File: src/rtl/rxring_pkg.sv
`timescale 1ns/100ps
package rxring_pkg;
   typedef enum logic [1:0] {WR_IDLE, WR_DATA, WR_DROP, WR_HDR} wr_state_e;

   localparam int ISR_W    = 3;
   localparam int ISR_DONE = 0;
   localparam int ISR_FAIL = 1;
   localparam int ISR_OVW  = 2;

   localparam logic [2:0] RA_START = 3'd0;
   localparam logic [2:0] RA_STOP  = 3'd1;
   localparam logic [2:0] RA_BND   = 3'd2;
   localparam logic [2:0] RA_CURR  = 3'd3;
   localparam logic [2:0] RA_ISR   = 3'd4;

   localparam int          HDR_BYTES = 4;
   localparam logic [7:0]  HDR_OK    = 8'h01;
endpackage

File: src/rtl/rxring_regs.sv
`timescale 1ns/100ps
module rxring_regs
   import rxring_pkg::*;
#(
   parameter int PG_W    = 8,
   parameter int P_START = 1,
   parameter int P_STOP  = 8
) (
   input  logic             clk,
   input  logic             rst_n,
   input  logic             host_we,
   input  logic [2:0]       host_addr,
   input  logic [7:0]       host_wdata,
   output logic [7:0]       host_rdata,
   input  logic [ISR_W-1:0] isr_set,
   input  logic             curr_upd,
   input  logic [PG_W-1:0]  curr_val,
   output logic [PG_W-1:0]  start_pg,
   output logic [PG_W-1:0]  stop_pg,
   output logic [PG_W-1:0]  bnd_pg,
   output logic [PG_W-1:0]  cur_pg,
   output logic             ring_empty
);
   logic [ISR_W-1:0] isr_q;
   logic [PG_W:0]    bnd_inc;
   logic [PG_W-1:0]  bnd_next;
   logic             isr_wr;

   assign isr_wr = host_we && (host_addr == RA_ISR);

   always_ff @(posedge clk) begin
      if (!rst_n) begin
         start_pg <= PG_W'(P_START);
         stop_pg  <= PG_W'(P_STOP);
         bnd_pg   <= PG_W'(P_STOP - 1);
         cur_pg   <= PG_W'(P_START);
      end else begin
         if (host_we && host_addr == RA_START) start_pg <= host_wdata[PG_W-1:0];
         if (host_we && host_addr == RA_STOP)  stop_pg  <= host_wdata[PG_W-1:0];
         if (host_we && host_addr == RA_BND)   bnd_pg   <= host_wdata[PG_W-1:0];
         if (curr_upd)
            cur_pg <= curr_val;
         else if (host_we && host_addr == RA_CURR)
            cur_pg <= host_wdata[PG_W-1:0];
      end
   end

   for (genvar k = 0; k < ISR_W; k++) begin : g_isr
      always_ff @(posedge clk) begin
         if (!rst_n)
            isr_q[k] <= 1'b0;
         else
            isr_q[k] <= isr_set[k] | (isr_q[k] & ~(isr_wr & host_wdata[k]));
      end

      isr_set_wins_chk: assert property (@(posedge clk) disable iff (!rst_n)
         isr_set[k] |=> isr_q[k]);
   end

   assign bnd_inc    = {1'b0, bnd_pg} + 1'b1;
   assign bnd_next   = (bnd_inc >= {1'b0, stop_pg}) ? start_pg : bnd_inc[PG_W-1:0];
   assign ring_empty = (bnd_next == cur_pg);

   always_comb begin
      case (host_addr)
         RA_START: host_rdata = 8'(start_pg);
         RA_STOP:  host_rdata = 8'(stop_pg);
         RA_BND:   host_rdata = 8'(bnd_pg);
         RA_CURR:  host_rdata = 8'(cur_pg);
         RA_ISR:   host_rdata = 8'(isr_q);
         default:  host_rdata = 8'h00;
      endcase
   end


   curr_hold_chk: assert property (@(posedge clk) disable iff (!rst_n)
      (!curr_upd && !(host_we && host_addr == RA_CURR)) |=> $stable(cur_pg));
endmodule

File: src/rtl/rxring_wrctl.sv
`timescale 1ns/100ps
module rxring_wrctl
   import rxring_pkg::*;
#(
   parameter int PG_W  = 8,
   parameter int OFF_W = 8,
   localparam int AD_W = PG_W + OFF_W
) (
   input  logic            clk,
   input  logic            rst_n,
   input  logic            rx_start,
   input  logic            rx_valid,
   input  logic [7:0]      rx_data,
   input  logic            rx_end,
   input  logic            rx_err,
   input  logic [PG_W-1:0] start_pg,
   input  logic [PG_W-1:0] stop_pg,
   input  logic [PG_W-1:0] cur_pg,
   input  logic [PG_W-1:0] bnd_pg,
   output logic            mem_we,
   output logic [AD_W-1:0] mem_addr,
   output logic [7:0]      mem_wdata,
   output logic            ev_done,
   output logic            ev_fail,
   output logic            ev_ovw,
   output logic            curr_upd,
   output logic [PG_W-1:0] curr_val
);
   localparam int CNT_W = 16;

   wr_state_e        st_q, st_n;
   logic [PG_W-1:0]  frm_q, frm_n, pg_q, pg_n, nxt_q, nxt_n, pg_after;
   logic [OFF_W-1:0] off_q, off_n;
   logic [CNT_W-1:0] cnt_q, cnt_n;
   logic [1:0]       hix_q, hix_n;
   logic             we_n;
   logic [AD_W-1:0]  ad_n;
   logic [7:0]       wd_n;
   logic [PG_W:0]    pg_inc;

   assign pg_inc   = {1'b0, pg_q} + 1'b1;
   assign pg_after = (pg_inc >= {1'b0, stop_pg}) ? start_pg : pg_inc[PG_W-1:0];
   assign curr_val = nxt_q;

   always_comb begin
      st_n = st_q; frm_n = frm_q; pg_n = pg_q; nxt_n = nxt_q;
      off_n = off_q; cnt_n = cnt_q; hix_n = hix_q;
      we_n = 1'b0; ad_n = '0; wd_n = 8'h00;
      ev_done = 1'b0; ev_fail = 1'b0; ev_ovw = 1'b0; curr_upd = 1'b0;
      case (st_q)
         WR_IDLE: if (rx_start) begin
            if (cur_pg == bnd_pg) begin
               ev_ovw = 1'b1;
               st_n   = WR_DROP;
            end else begin
               frm_n = cur_pg;
               pg_n  = cur_pg;
               off_n = OFF_W'(HDR_BYTES);
               cnt_n = '0;
               st_n  = WR_DATA;
            end
         end
         WR_DATA: begin
            if (rx_err) begin
               ev_fail = 1'b1;
               st_n    = WR_IDLE;
            end else if (rx_end) begin
               if (off_q != '0 && pg_after == bnd_pg) begin
                  ev_ovw = 1'b1;
                  st_n   = WR_IDLE;
               end else begin
                  nxt_n = (off_q == '0) ? pg_q : pg_after;
                  hix_n = 2'd0;
                  st_n  = WR_HDR;
               end
            end else if (rx_valid) begin
               we_n  = 1'b1;
               ad_n  = {pg_q, off_q};
               wd_n  = rx_data;
               cnt_n = cnt_q + 1'b1;
               off_n = off_q + 1'b1;
               if (&off_q) begin
                  if (pg_after == bnd_pg) begin
                     ev_ovw = 1'b1;
                     st_n   = WR_DROP;
                  end else begin
                     pg_n = pg_after;
                  end
               end
            end
         end
         WR_DROP: if (rx_end || rx_err) st_n = WR_IDLE;
         WR_HDR: begin
            we_n  = 1'b1;
            ad_n  = {frm_q, OFF_W'(hix_q)};
            hix_n = hix_q + 1'b1;
            case (hix_q)
               2'd0: wd_n = HDR_OK;
               2'd1: wd_n = 8'(nxt_q);
               2'd2: wd_n = cnt_q[7:0];
               default: wd_n = cnt_q[15:8];
            endcase
            if (hix_q == 2'd3) begin
               ev_done  = 1'b1;
               curr_upd = 1'b1;
               st_n     = WR_IDLE;
            end
         end
         default: st_n = WR_IDLE;
      endcase
   end

   always_ff @(posedge clk) begin
      if (!rst_n) begin
         st_q <= WR_IDLE; frm_q <= '0; pg_q <= '0; nxt_q <= '0;
         off_q <= '0; cnt_q <= '0; hix_q <= '0;
         mem_we <= 1'b0; mem_addr <= '0; mem_wdata <= 8'h00;
      end else begin
         st_q <= st_n; frm_q <= frm_n; pg_q <= pg_n; nxt_q <= nxt_n;
         off_q <= off_n; cnt_q <= cnt_n; hix_q <= hix_n;
         mem_we <= we_n; mem_addr <= ad_n; mem_wdata <= wd_n;
      end
   end


   curr_not_bnd_chk: assert property (@(posedge clk) disable iff (!rst_n)
      curr_upd |-> (curr_val != bnd_pg));

   ring_window_chk: assert property (@(posedge clk) disable iff (!rst_n)
      mem_we |-> (mem_addr[AD_W-1:OFF_W] >= start_pg && mem_addr[AD_W-1:OFF_W] < stop_pg));

   evt_excl_chk: assert property (@(posedge clk) disable iff (!rst_n)
      $onehot0({ev_done, ev_fail, ev_ovw}));
endmodule

File: src/rtl/rxring_mgr.sv
`timescale 1ns/100ps
module rxring_mgr
   import rxring_pkg::*;
#(
   parameter int PG_W    = 8,
   parameter int OFF_W   = 8,
   parameter int P_START = 1,
   parameter int P_STOP  = 8,
   localparam int AD_W   = PG_W + OFF_W
) (
   input  logic            clk,
   input  logic            rst_n,
   input  logic            rx_start,
   input  logic            rx_valid,
   input  logic [7:0]      rx_data,
   input  logic            rx_end,
   input  logic            rx_err,
   input  logic            host_we,
   input  logic [2:0]      host_addr,
   input  logic [7:0]      host_wdata,
   output logic [7:0]      host_rdata,
   output logic            ring_empty,
   output logic            mem_we,
   output logic [AD_W-1:0] mem_addr,
   output logic [7:0]      mem_wdata
);
   if (PG_W < 2 || PG_W > 8) begin : g_bad_pg
      $error("page number must fit the one-byte header link");
   end
   if (OFF_W < 3) begin : g_bad_off
      $error("page too small for the frame header");
   end
   if (P_START + 2 > P_STOP || P_STOP > (1 << PG_W)) begin : g_bad_ring
      $error("ring limits out of range");
   end

   logic [PG_W-1:0] start_pg, stop_pg, bnd_pg, cur_pg, curr_val;
   logic            ev_done, ev_fail, ev_ovw, curr_upd;
   logic [ISR_W-1:0] isr_set;

   always_comb begin
      isr_set           = '0;
      isr_set[ISR_DONE] = ev_done;
      isr_set[ISR_FAIL] = ev_fail;
      isr_set[ISR_OVW]  = ev_ovw;
   end

   rxring_regs #(.PG_W(PG_W), .P_START(P_START), .P_STOP(P_STOP)) u_regs (
      .clk(clk), .rst_n(rst_n),
      .host_we(host_we), .host_addr(host_addr), .host_wdata(host_wdata),
      .host_rdata(host_rdata), .isr_set(isr_set),
      .curr_upd(curr_upd), .curr_val(curr_val),
      .start_pg(start_pg), .stop_pg(stop_pg), .bnd_pg(bnd_pg),
      .cur_pg(cur_pg), .ring_empty(ring_empty)
   );

   rxring_wrctl #(.PG_W(PG_W), .OFF_W(OFF_W)) u_wrctl (
      .clk(clk), .rst_n(rst_n),
      .rx_start(rx_start), .rx_valid(rx_valid), .rx_data(rx_data),
      .rx_end(rx_end), .rx_err(rx_err),
      .start_pg(start_pg), .stop_pg(stop_pg), .cur_pg(cur_pg), .bnd_pg(bnd_pg),
      .mem_we(mem_we), .mem_addr(mem_addr), .mem_wdata(mem_wdata),
      .ev_done(ev_done), .ev_fail(ev_fail), .ev_ovw(ev_ovw),
      .curr_upd(curr_upd), .curr_val(curr_val)
   );
endmodule

File: config.mk
export PLATFORM = sky130hd
export DESIGN_NAME = rxring_mgr
export DESIGN_NICKNAME = d
export VERILOG_FILES = /design/src/rtl/rxring_pkg.sv /design/src/rtl/rxring_regs.sv /design/src/rtl/rxring_wrctl.sv /design/src/rtl/rxring_mgr.sv
export SDC_FILE = /design/constraint.sdc
export NUM_CORES = 1
export LEC_CHECK = 0
export BUFFER_PORTS_ARGS = -buffer_cell sky130_fd_sc_hd__clkbuf_2
export CAP_MARGIN = 5
export CORE_ASPECT_RATIO = 0.9
export CORE_MARGIN = 2
export CORE_UTILIZATION = 30
export DETAILED_ROUTE_END_ITERATION = 7
export PLACE_DENSITY = 0.42
export SETUP_SLACK_MARGIN = 0.02
export SLEW_MARGIN = 5
export SYNTH_ARGS = -nofsm -noshare
export SYNTH_HDL_FRONTEND = slang
export SYNTH_SLANG_ARGS = --single-unit
File: constraint.sdc
create_clock -name clk -period 4.51 [get_ports clk]
set_input_delay 0.902 -clock clk [delete_from_list [all_inputs] [get_ports clk]]
set_output_delay 0.902 -clock clk [all_outputs]
set_load 0.02 [all_outputs]
== Yosys cells after proc, flatten, opt, wreduce, memory -nomap -nowiden ==
Index checks and enable logic that the tools add are counted.
W data, S select, Z words.

* $add $sub $neg: 5
* Magnitude comparators: 2
* Equality and inequality tests: 27
* Multiplexer cells: 67
* Bitwise logic cells: 15
* Reductions and logical operators: 22

{| class="wikitable"
|+ Operator list
! kind !! number
|-
| $mux W8 || 20
|-
| $mux W16 || 8
|-
| $pmux W16 S2 || 2
|-
| $pmux W8 S2 || 3
|-
| $pmux W8 S5 || 1
|-
| $mux W2 || 13
|-
| $eq A8 B8 Y1 || 3
|-
| $pmux W8 S3 || 1
|-
| $add A8 B1 Y9 const B || 2
|-
| $ge A9 B8 Y1 || 2
|-
| $add A16 B1 Y16 const B || 1
|-
| $ne A2 B2 Y1 const B || 8
|-
| $reduce_and A8 Y1 || 2
|-
| $mux W1 || 15
|-
| $reduce_and A6 Y1 || 2
|-
| $add A8 B1 Y8 const B || 1
|-
| $eq A2 B2 Y1 const B || 4
|-
| $logic_not A8 Y1 || 1
|-
| $ne A4 B3 Y1 const B || 2
|-
| $pmux W2 S4 || 1
|-
| $reduce_and A4 Y1 || 2
|-
| $reduce_bool A8 Y1 || 1
|-
| $and A1 B1 Y1 || 6
|-
| $eq A3 B2 Y1 const B || 2
|-
| other kinds (16) || 35
|}

* Flip-flop bits (word level): 112
* Bits of input ports: 26
* Output and inout bits: 34
* Logic and storage cells: 155

== Longest topological paths before layout ==
Gate-level depths: netlist of run 1.

* Word-level depth: 11
* Mapped depth: 15
* Gate-level depth less buffers: 14

== Hierarchy ==
Synthesis of run 1 repeated with hierarchy kept, for this count alone.

* Cells, all modules: 787
* Area total of the unflattened synthesis: 6707.7 um2

{| class="wikitable"
|+ By module, submodules not included
! module !! times used !! cells an instance !! area each (um2) !! sequential area each (um2)
|-
| rxring_wrctl || 1 || 515 || 4409.2 || 1541.5
|-
| rxring_regs || 1 || 272 || 2298.5 || 700.7
|}

== Least setup slack after synthesis of run 1 ==
No wires, ideal clock.

* Path kind: reg-to-output
* Start: register u_regs.bnd_pg[1]
* End: output ring_empty
* Data arrival time: 3.627 ns
* Data required time: 3.608 ns
* Setup slack: -0.019 ns
* Cell stages (with the launch flop): 14
* Path buffers: 1
* Cells stage by stage: dfxtp_1 > ha_1 > nand3_1 > or2_2 > xnor2_1 > ha_1 > a2111oi_0 > nor2b_1 > a221o_1 > o31a_1 > clkbuf_1 > mux2i_1 > o221ai_1 > nor4_1

* Longest elaborated chain between the ends: 4

{| class="wikitable"
|+ RTL lines
! what !! line !! text
|-
| start: declaration || rxring_regs.sv:20 || <nowiki>output logic [PG_W-1:0] bnd_pg,</nowiki>
|-
| start signal: assignment || rxring_regs.sv:35 || <nowiki>bnd_pg <= PG_W'(P_STOP - 1);</nowiki>
|-
| start signal: assignment || rxring_regs.sv:40 || <nowiki>if (host_we && host_addr == RA_BND) bnd_pg <= host_wdata[PG_W-1:0];</nowiki>
|-
| $add A8 B1 Y9 * || rxring_regs.sv:60 || <nowiki>assign bnd_inc = {1'b0, bnd_pg} + 1'b1;</nowiki>
|-
| $ge A9 B8 Y1 || rxring_regs.sv:61 || <nowiki>assign bnd_next = (bnd_inc >= {1'b0, stop_pg}) ? start_pg : bnd_inc[PG_W-1:0];</nowiki>
|-
| $mux W8 * || rxring_regs.sv:61 ||
|-
| $eq A8 B8 Y1 * || rxring_regs.sv:62 || <nowiki>assign ring_empty = (bnd_next == cur_pg);</nowiki>
|-
| end: declaration || rxring_mgr.sv:22 || <nowiki>output logic ring_empty,</nowiki>
|}

Mark *: on every way between the ends. The rest lies on a longest branch, timed or not.

== Worst setup path in the final report of run 1 ==
Ends and elaborated chain as after synthesis.

==> results.md, run 1 <==
* Outcome: finished, final reports clean
* Post-Route WL at 21000 um
* Max Freq at 229 MHz
* Row count at 50
* P_leak at 2.94 nW
* Fin cells at 1079
* Vias post-DR at 5603
* Drt drc at 0
* Final Max Tran Viols at 0
* Post-synth top flop: dfxtp_1
* Pwr per Cell Area at 300 nW/um2
* Worst-path fanout max at 5
* Die Area at 22600 um2
* Worst-Margin Slew at 1.01 ns
* Hold Buf Count CTS at 0
* Largest net degree at the start of global routing at 43
* WP data required at 3.61 ns
* Worst hold path type: reg2reg
* Number of fill cells at 2178
* Post-synth top area share at 35.0%
* Hold depth at 2
* Flops & latches, synth at 112
* Via density per instance at 5.19
* Slew margin rel. at 32.6%
* Synthesized area at 6410 um2
* Maximum clock path buffer count at 2
* DP HPWL at 15600 um
* Net Sw Frac at 28.6%
* Clk network pwr share at 36.8%
* Post-synth EDFFs at 0
* Min Clock Period, post-route at 4.36 ns
* Fin crit share at 96.8%
* Clock root cell: clkbuf_16
* Sw power at 0.000635 W
* RSZ-0062 raised after global routing: true
* Clock-pin slew on the worst setup and hold paths at 0.08 ns
* Nets at 841
* Worst r2r path cells at 13
* Pint at 0.00158 W
* Area Growth Syn to Fin at 15.3%
* Starting Density at 30.7%
* Die X at 158 um
* Initial DRC Count at 392
* Worst EP arrival at 3.46 ns
* Top cell type by total area after synthesis: dfxtp_1
* Worst Path Class, Setup: reg2out
* CP Capture Type: primary output
* CTS H-tree lvls at 3
* Placed Cells at 1060
* Flop-to-flop setup slack at 0.49 ns
* CTS sink count at 112
* Final setup viols at 0
* Share of layout cells above drive strength 1 at 18.4%
* Clock latency on the worst-skew pair at 0.36 ns
* Syn nets at 800
* Asr flop ratio synth at 0%
* Routed Antenna Nets at 0
* GRT Util Overall at 19.0%
* Sequential area share after synthesis at 35.0%
* Vias in the first global route at 5470
* Final worst slack at 0.146 ns
* Final Hold Viols at 0
* Ant diodes at 0
* Placer Congestion at 0.862
* Post-Syn Area per Cell at 8.56 um2
* CTS tree: built
* Wire per inst at 19.5 um
* Top cells by area, synth: dfxtp_1 35%, mux2i_1 8.1%, nand2_1 5.4%
* CTS buffer count at 9
* Setup crit start kind: flip-flop
* IO Port Bufs at 59
* First-pass detailed-route iteration total at 5
* Combinational share of power at 16.3%
* Post-synth cell types at 74
* Ys Warns at 0
* Pre-CTS setup slack at 0.0535 ns
* First-pass GRT wire length at 32400 um
* CORE AREA at 20900 um2
* Initial antenna violation count at 0
* Total gr overflow at 0
* Syn Inst Count at 749
* Chip height at 143 um
* Sequential share of power at 46.9%
* Max-capacitance violation count at 0
* Final Skew at 0.0105 ns
* Peak supply drop at 152 uV
* Number of I/O pins at 60
-- timing repair --
item                       4_1_cts  5_1_grt
resized for setup               11       18
pin swaps                        2        9
setup endpoints to repair        1        1
hold endpoints to repair         0        0
setup buffers                    2        3
-- routing by layer --
metal	vias to the layer above	global-route usage [%]	routed length, um
met5	-	0	0
met4	0	5.31	292
met3	22	3.25	1080
met2	153	29.2	9610
met1	2717	27.2	10100
li1	2711	-	-
-- power groups by stage --
stage | sequential [W] | clock (W) | combinational (W)
2_1_floorplan | 0.00104 | 0 | 0.000256
4_1_cts | 0.00104 | 0.000849 | 0.000353
3_5_place_dp | 0.00106 | 0 | 0.000338
5_1_grt | 0.00104 | 0.000877 | 0.000393
3_3_place_gp | 0.00106 | 0 | 0.000335
6_report | 0.00104 | 0.000817 | 0.000361
-- state kept, by name, summed over array words and instances, names as in the netlist --
register / cells
u_regs.bnd_pg: 8
u_regs.cur_pg: 8
u_regs.isr_q: 3
u_regs.start_pg: 8
u_regs.stop_pg: 8
u_wrctl.cnt_q: 16
u_wrctl.curr_val: 8
u_wrctl.frm_q: 8
u_wrctl.hix_q: 2
u_wrctl.mem_addr: 16
u_wrctl.mem_wdata: 8
u_wrctl.mem_we: 1
u_wrctl.off_q: 8
u_wrctl.pg_q: 8
u_wrctl.st_q: 2
-- path summary, 6_finish.rpt --
check	from	to
min reg2reg	u_wrctl.curr_val[5]	u_wrctl.curr_val[5]
max	u_regs.bnd_pg[1]	ring_empty
min	u_wrctl.curr_val[5]	u_wrctl.curr_val[5]
max reg2reg	u_wrctl.pg_q[2]	u_wrctl.curr_val[0]
-- layout make-up --
type                       count  area, um2  area share [%]
multi-input combinational    558       3930            53.2
sequential                   112       2250            30.4
timing repair buffer          80        455            6.16
tap                          286        358            4.84
clock buffer                   9        225            3.05
inverter                      29        109            1.47
clock inverter                 5       65.1           0.880
-- worst max-delay path: stages (launching register included) --
cell,delay (ns)
dfxtp_4,0.38
ha_4,0.16
nand3_4,0.09
or2_4,0.26
xnor2_2,0.13
ha_2,0.21
a2111oi_4,0.33
nor2b_1,0.17
a221o_1,0.18
o31a_1,0.29
mux2i_1,0.23
o221ai_1,0.14
nor4_2,0.33
buf_4,0.19
-- through the flow --
| stage | TNS, ns | area [um2] | hold WS [ns] | power, W | util [%] |
|---|---|---|---|---|---|
| after CTS | 0 | 7280 | 0.497 | 0.00224 | 34.9 |
| after detailed placement | 0 | 6940 | 0.480 | 0.00140 | 33.2 |
| final | 0 | 7390 | 0.495 | 0.00222 | 35.4 |
| after global placement | 0 | 6940 | 0.477 | 0.00140 | 33.2 |
| after floorplan | 0 | 6420 | 0.446 | 0.00130 | - |
| after global routing | -0.0220 | 7390 | 0.517 | 0.00231 | 35.4 |
-- synth_stat cells (all sizes together) (9+ instances only) --
library cell,instances
clkbuf,35
and3,17
o21ai,14
ha,25
nand3,19
nor2b,14
xor2,24
nand2b,11
nand4,10
xnor2,21
mux2i,53
nor2,90
dfxtp,112
nand2,94
a21oi,45
inv,28
buf,13
a211oi,9
a22oi,13
-- cell families (layout without fill, tap and decap cells) --
| kind of cell | Yosys count | after routing | synth area share [%] |
|---|---|---|---|
| simple gates | 284 | 284 | 21.0 |
| compound gates | 143 | 143 | 16.7 |
| flops | 112 | 112 | 35.0 |
| buf+inv | 79 | 123 | 5.64 |
| mux | 61 | 61 | 10.7 |
| xor+xnor | 45 | 45 | 6.15 |
| fa+ha+maj | 25 | 25 | 4.88 |
-- cell usage in the layout, fill, tap and decap left out, types with 4 or more instances in the layout --
| cell | n |
|---|---|
| nor3_1 | 6 |
| xor2_1 | 23 |
| nor2b_1 | 13 |
| clkbuf_16 | 9 |
| inv_1 | 27 |
| nand4_1 | 8 |
| a311oi_2 | 5 |
| o211ai_1 | 6 |
| a22o_1 | 7 |
| clkbuf_2 | 58 |
| nand2b_1 | 11 |
| nand3_1 | 16 |
| nor4_1 | 4 |
| ha_1 | 21 |
| xnor2_1 | 19 |
| a222oi_1 | 7 |
| nand2_1 | 93 |
| nor2_1 | 90 |
| dfxtp_1 | 109 |
| mux2i_1 | 52 |
| o21ai_0 | 14 |
| a21oi_1 | 44 |
| buf_4 | 22 |
| and3_1 | 14 |
| a22oi_1 | 13 |
| mux4_2 | 5 |
| a211oi_1 | 9 |
| o22ai_1 | 6 |
Note: power is estimated with default switching activity, not from simulation.
==> run 2: changes to the inputs <==
--- a/config.mk
+++ b/config.mk
@@ -5,13 +5,17 @@
 export SDC_FILE = /design/constraint.sdc
 export NUM_CORES = 1
 export LEC_CHECK = 0
+export ABC_AREA = 1
 export BUFFER_PORTS_ARGS = -buffer_cell sky130_fd_sc_hd__clkbuf_2
 export CAP_MARGIN = 5
+export CELL_PAD_IN_SITES_DETAIL_PLACEMENT = 0
+export CELL_PAD_IN_SITES_GLOBAL_PLACEMENT = 1
 export CORE_ASPECT_RATIO = 0.9
 export CORE_MARGIN = 2
 export CORE_UTILIZATION = 30
 export DETAILED_ROUTE_END_ITERATION = 7
-export PLACE_DENSITY = 0.42
+export PLACE_DENSITY = 0.55
+export REMOVE_ABC_BUFFERS = 1
 export SETUP_SLACK_MARGIN = 0.02
 export SLEW_MARGIN = 5
 export SYNTH_ARGS = -nofsm -noshare
==> results.md, run 2 <==
* Maximum clock path buffer count at 2 (unchanged)
* Fin crit share at 94.4% (-2.4 points)
* Setup crit start kind: flip-flop
* CTS buffer count at 9 (unchanged)
* First-pass GRT wire length at 33800 um (+4.2%)
* Cells along the critical path: ha_1 > nand3_1 > nor2_1 > nand2_1 > xor2_1 > ha_1 > nand4_1 > nor3b_2 > a211oi_2 > nand2_2 > o21ai_0 > xnor2_1 > nand4_1 > nor2_1 > clkbuf_2
* WP buf/inv at 1 (unchanged)
* Worst hold path type: reg2reg
* CP Capture Type: primary output
* Die Area at 22200 um2 (-1.7%)
* CORE AREA at 20700 um2 (-0.90%)
* Post-Route WL at 21900 um (+4.1%)
* Starting Density at 30.4% (-0.27 points)
* Ant diodes at 0 (unchanged)
* Worst EP arrival at 3.36 ns (-0.10 ns)
* Worst Path Class, Setup: reg2out
* GRT Util Overall at 20.1% (+1.1 points)
* Worst-path fanout max at 8 (+3)
* Post-synth EDFFs at 0 (unchanged)
* Pwr per Cell Area at 406 nW/um2 (+35%)
* Vias post-DR at 5991 (+6.9%)
* Top cells by area, synth: dfxtp_1 36%, nand2_1 13%, inv_1 6.4%
* Share of layout cells above drive strength 1 at 13.9% (-4.6 points)
* Via density per instance at 4.81 (-7.4%)
* Max-capacitance violation count at 0 (unchanged)
* CP peak stage delay at 0.39 ns (about the same)
* Placed Cells at 1229 (+16%)
* Number of I/O pins at 60 (unchanged)
* Total gr overflow at 0 (unchanged)
* Clock-pin slew on the worst setup and hold paths at 0.08 ns (about the same)
* Post-Syn Area per Cell at 6.94 um2 (-19%)
* Vias in the first global route at 5631 (+2.9%)
* Most frequent cells in the layout: 211 x nand2_1, 109 x dfxtp_1, 107 x inv_1, 75 x o21ai_0, 72 x a21oi_1
* Final Skew at 0.00872 ns (-0.00177 ns)
* Clock latency on the worst-skew pair at 0.36 ns (about the same)
* First-pass detailed-route iteration total at 5 (unchanged)
* Synthesized area at 6300 um2 (-1.8%)
* CP Depth at 15 (+2)
* Top Registers: u_wrctl.cnt_q: 16 flops, u_wrctl.mem_addr: 16 flops
* Syn Inst Count at 907 (+21%)
* Post-CTS setup buffer count at 0 (-2)
* Post-synth cell types at 46 (-38%)
* Outcome: finished, final reports clean
* Asr flop ratio synth at 0% (unchanged)
* Worst r2r path cells at 24 (+11)
* Area Growth Syn to Fin at 14.6%
* Hold Buf Count CTS at 0 (unchanged)
* Most common cell after layout, fill and taps aside: nand2_1
* Worst-Margin Slew at 1.11 ns (+0.0997 ns)
* Final Hold Viols at 0 (unchanged)
* Overall power at 0.00293 W (+32%)
* Placer Congestion at 0.853 (-1.0%)
* Slew margin rel. at 25.5% (-7.1 points)
* Max Freq at 235 MHz (+2.5%)
* CTS sink count at 112 (unchanged)
* Hold depth at 2 (unchanged)
* Most instantiated library cell after synthesis: nand2_1
* Row count at 50 (unchanged)
* Sequential area share after synthesis at 35.6% (+0.63 points)
* Final Max Tran Viols at 0 (unchanged)
* Die X at 157 um (-0.87%)
* Peak supply drop at 228 uV (+50%)
* Post-synth top flop: dfxtp_1
* Min Clock Period, post-route at 4.26 ns (-0.106 ns)
* Post-synth top area share at 35.6% (+0.63 points)
* Chip height at 141 um (-0.87%)
* P_leak at 2.98 nW (+1.5%)
* Top Family by Delay on Critical Path: simple AND/OR/NAND/NOR gates
* WP data required at 3.61 ns (about the same)
* Wire per inst at 17.6 um (-9.9%)
* Fin cells at 1246 (+15%)
* Flops & latches, synth at 112 (unchanged)
* Ys Warns at 0 (unchanged)
* IO Port Bufs at 59 (unchanged)
* Final setup viols at 0 (unchanged)
* DP HPWL at 16900 um (+8.3%)
* Initial antenna violation count at 0 (unchanged)
* Clock root cell: clkbuf_16
* CTS tree: built
* Initial DRC Count at 338 (-14%)
* Top cell type by total area after synthesis: dfxtp_1
* Routed Antenna Nets at 0 (unchanged)
* Largest net degree at the start of global routing at 42 (-2.3%)
* Nets at 1006 (+20%)
* Crit path max-delay cell type: dfxtp_2
* Drt drc at 0 (unchanged)
* Synth top cells by count: 212 x nand2_1, 112 x dfxtp_1, 108 x inv_1
* CTS H-tree lvls at 3 (unchanged)
run 2: path summary, 6_finish.rpt:
check | from | endpoint | slack [ns]
hold reg to reg | u_wrctl.frm_q[4] | u_wrctl.frm_q[4] | 0.45
setup / recovery | u_regs.bnd_pg[0] | ring_empty | 0.25
hold / removal | u_wrctl.frm_q[4] | u_wrctl.frm_q[4] | 0.45
setup reg to reg | u_wrctl.pg_q[0] | u_wrctl.pg_q[4] | 0.83
run 2: metrics by stage:
stage               setup TNS (ns)  hold slack (ns)  setup slack (ns)  area [um2]  utilization [%]
floorplan                        0            0.423             0.786        6150                -
global placement                 0            0.438             0.387        6860             33.1
detailed placement               0            0.438             0.343        6860             33.1
CTS                              0            0.450            0.0408        7180             34.7
global route               -0.0125            0.472           -0.0125        7220             34.9
finish                           0            0.449             0.253        7220             34.9
run 2: kinds of logic after synthesis:
family	count (synthesis)	synth area share [%]
XOR/XNOR	24	3.46
buffers and inverters	146	9.24
AO/OA/AOI/OAI	204	18.4
flip-flops	112	35.6
AND/OR/NAND/NOR	396	28.3
adder cells (fa/ha/maj)	25	4.97
run 2: what timing repair did:
item / in CTS / in global routing
gates resized for setup: 1 / 16
endpoints found under the setup margin: 1 / 1
pin swaps: 0 / 2
cloned: 0 / 1
run 2: per-layer routing:
metal  track usage (%)  up-vias  part of all wire, %
li1                  -     3105                    -
met1              30.9     2792                   54
met2              29.8       86                   42
met3              2.78        8                  3.0
met4              3.57        0                 0.72
met5                 0        -                    0
run 2: cell type report:
cell class / instances / area [um2]
Tap cell: 286 / 358
Sequential cell: 112 / 2250
Clock buffer: 9 / 225
Clock inverter: 7 / 87.6
Fill cell: 2296 / 13500
Timing Repair Buffer: 67 / 355
Inverter: 115 / 432
Multi-Input combinational cell: 650 / 3510
run 2: power breakdown:
group / leakage, nW / switching, W / total (W) / internal (W)
clock network: 0.148 / 0.000422 / 0.000867 / 0.000445
registers: 0.907 / 0.0000770 / 0.00114 / 0.00106
logic: 1.93 / 0.000653 / 0.000924 / 0.000271
total: 2.98 / 0.00115 / 0.00293 / 0.00178
run 2: worst reg2reg max path, cell delays in order (launching register included):
cell and delay (ns):
dfxtp_1 0.53, ha_1 0.26, nand3_2 0.15, xor2_1 0.20
ha_1 0.31, nand2_1 0.07, nor2_1 0.10, nand2_1 0.05
nand3_1 0.09, nand2_1 0.06, nand2_1 0.05, nand2_1 0.07
nand2_2 0.21, buf_4 0.21, nand2_4 0.05, nand2_2 0.09
nand2_1 0.06, nand2_1 0.11, nand2_1 0.07, nor2_1 0.18
nand2_1 0.09, nand3_2 0.19, nand2_2 0.18, nand2_1 0.11
a21oi_1 0.06
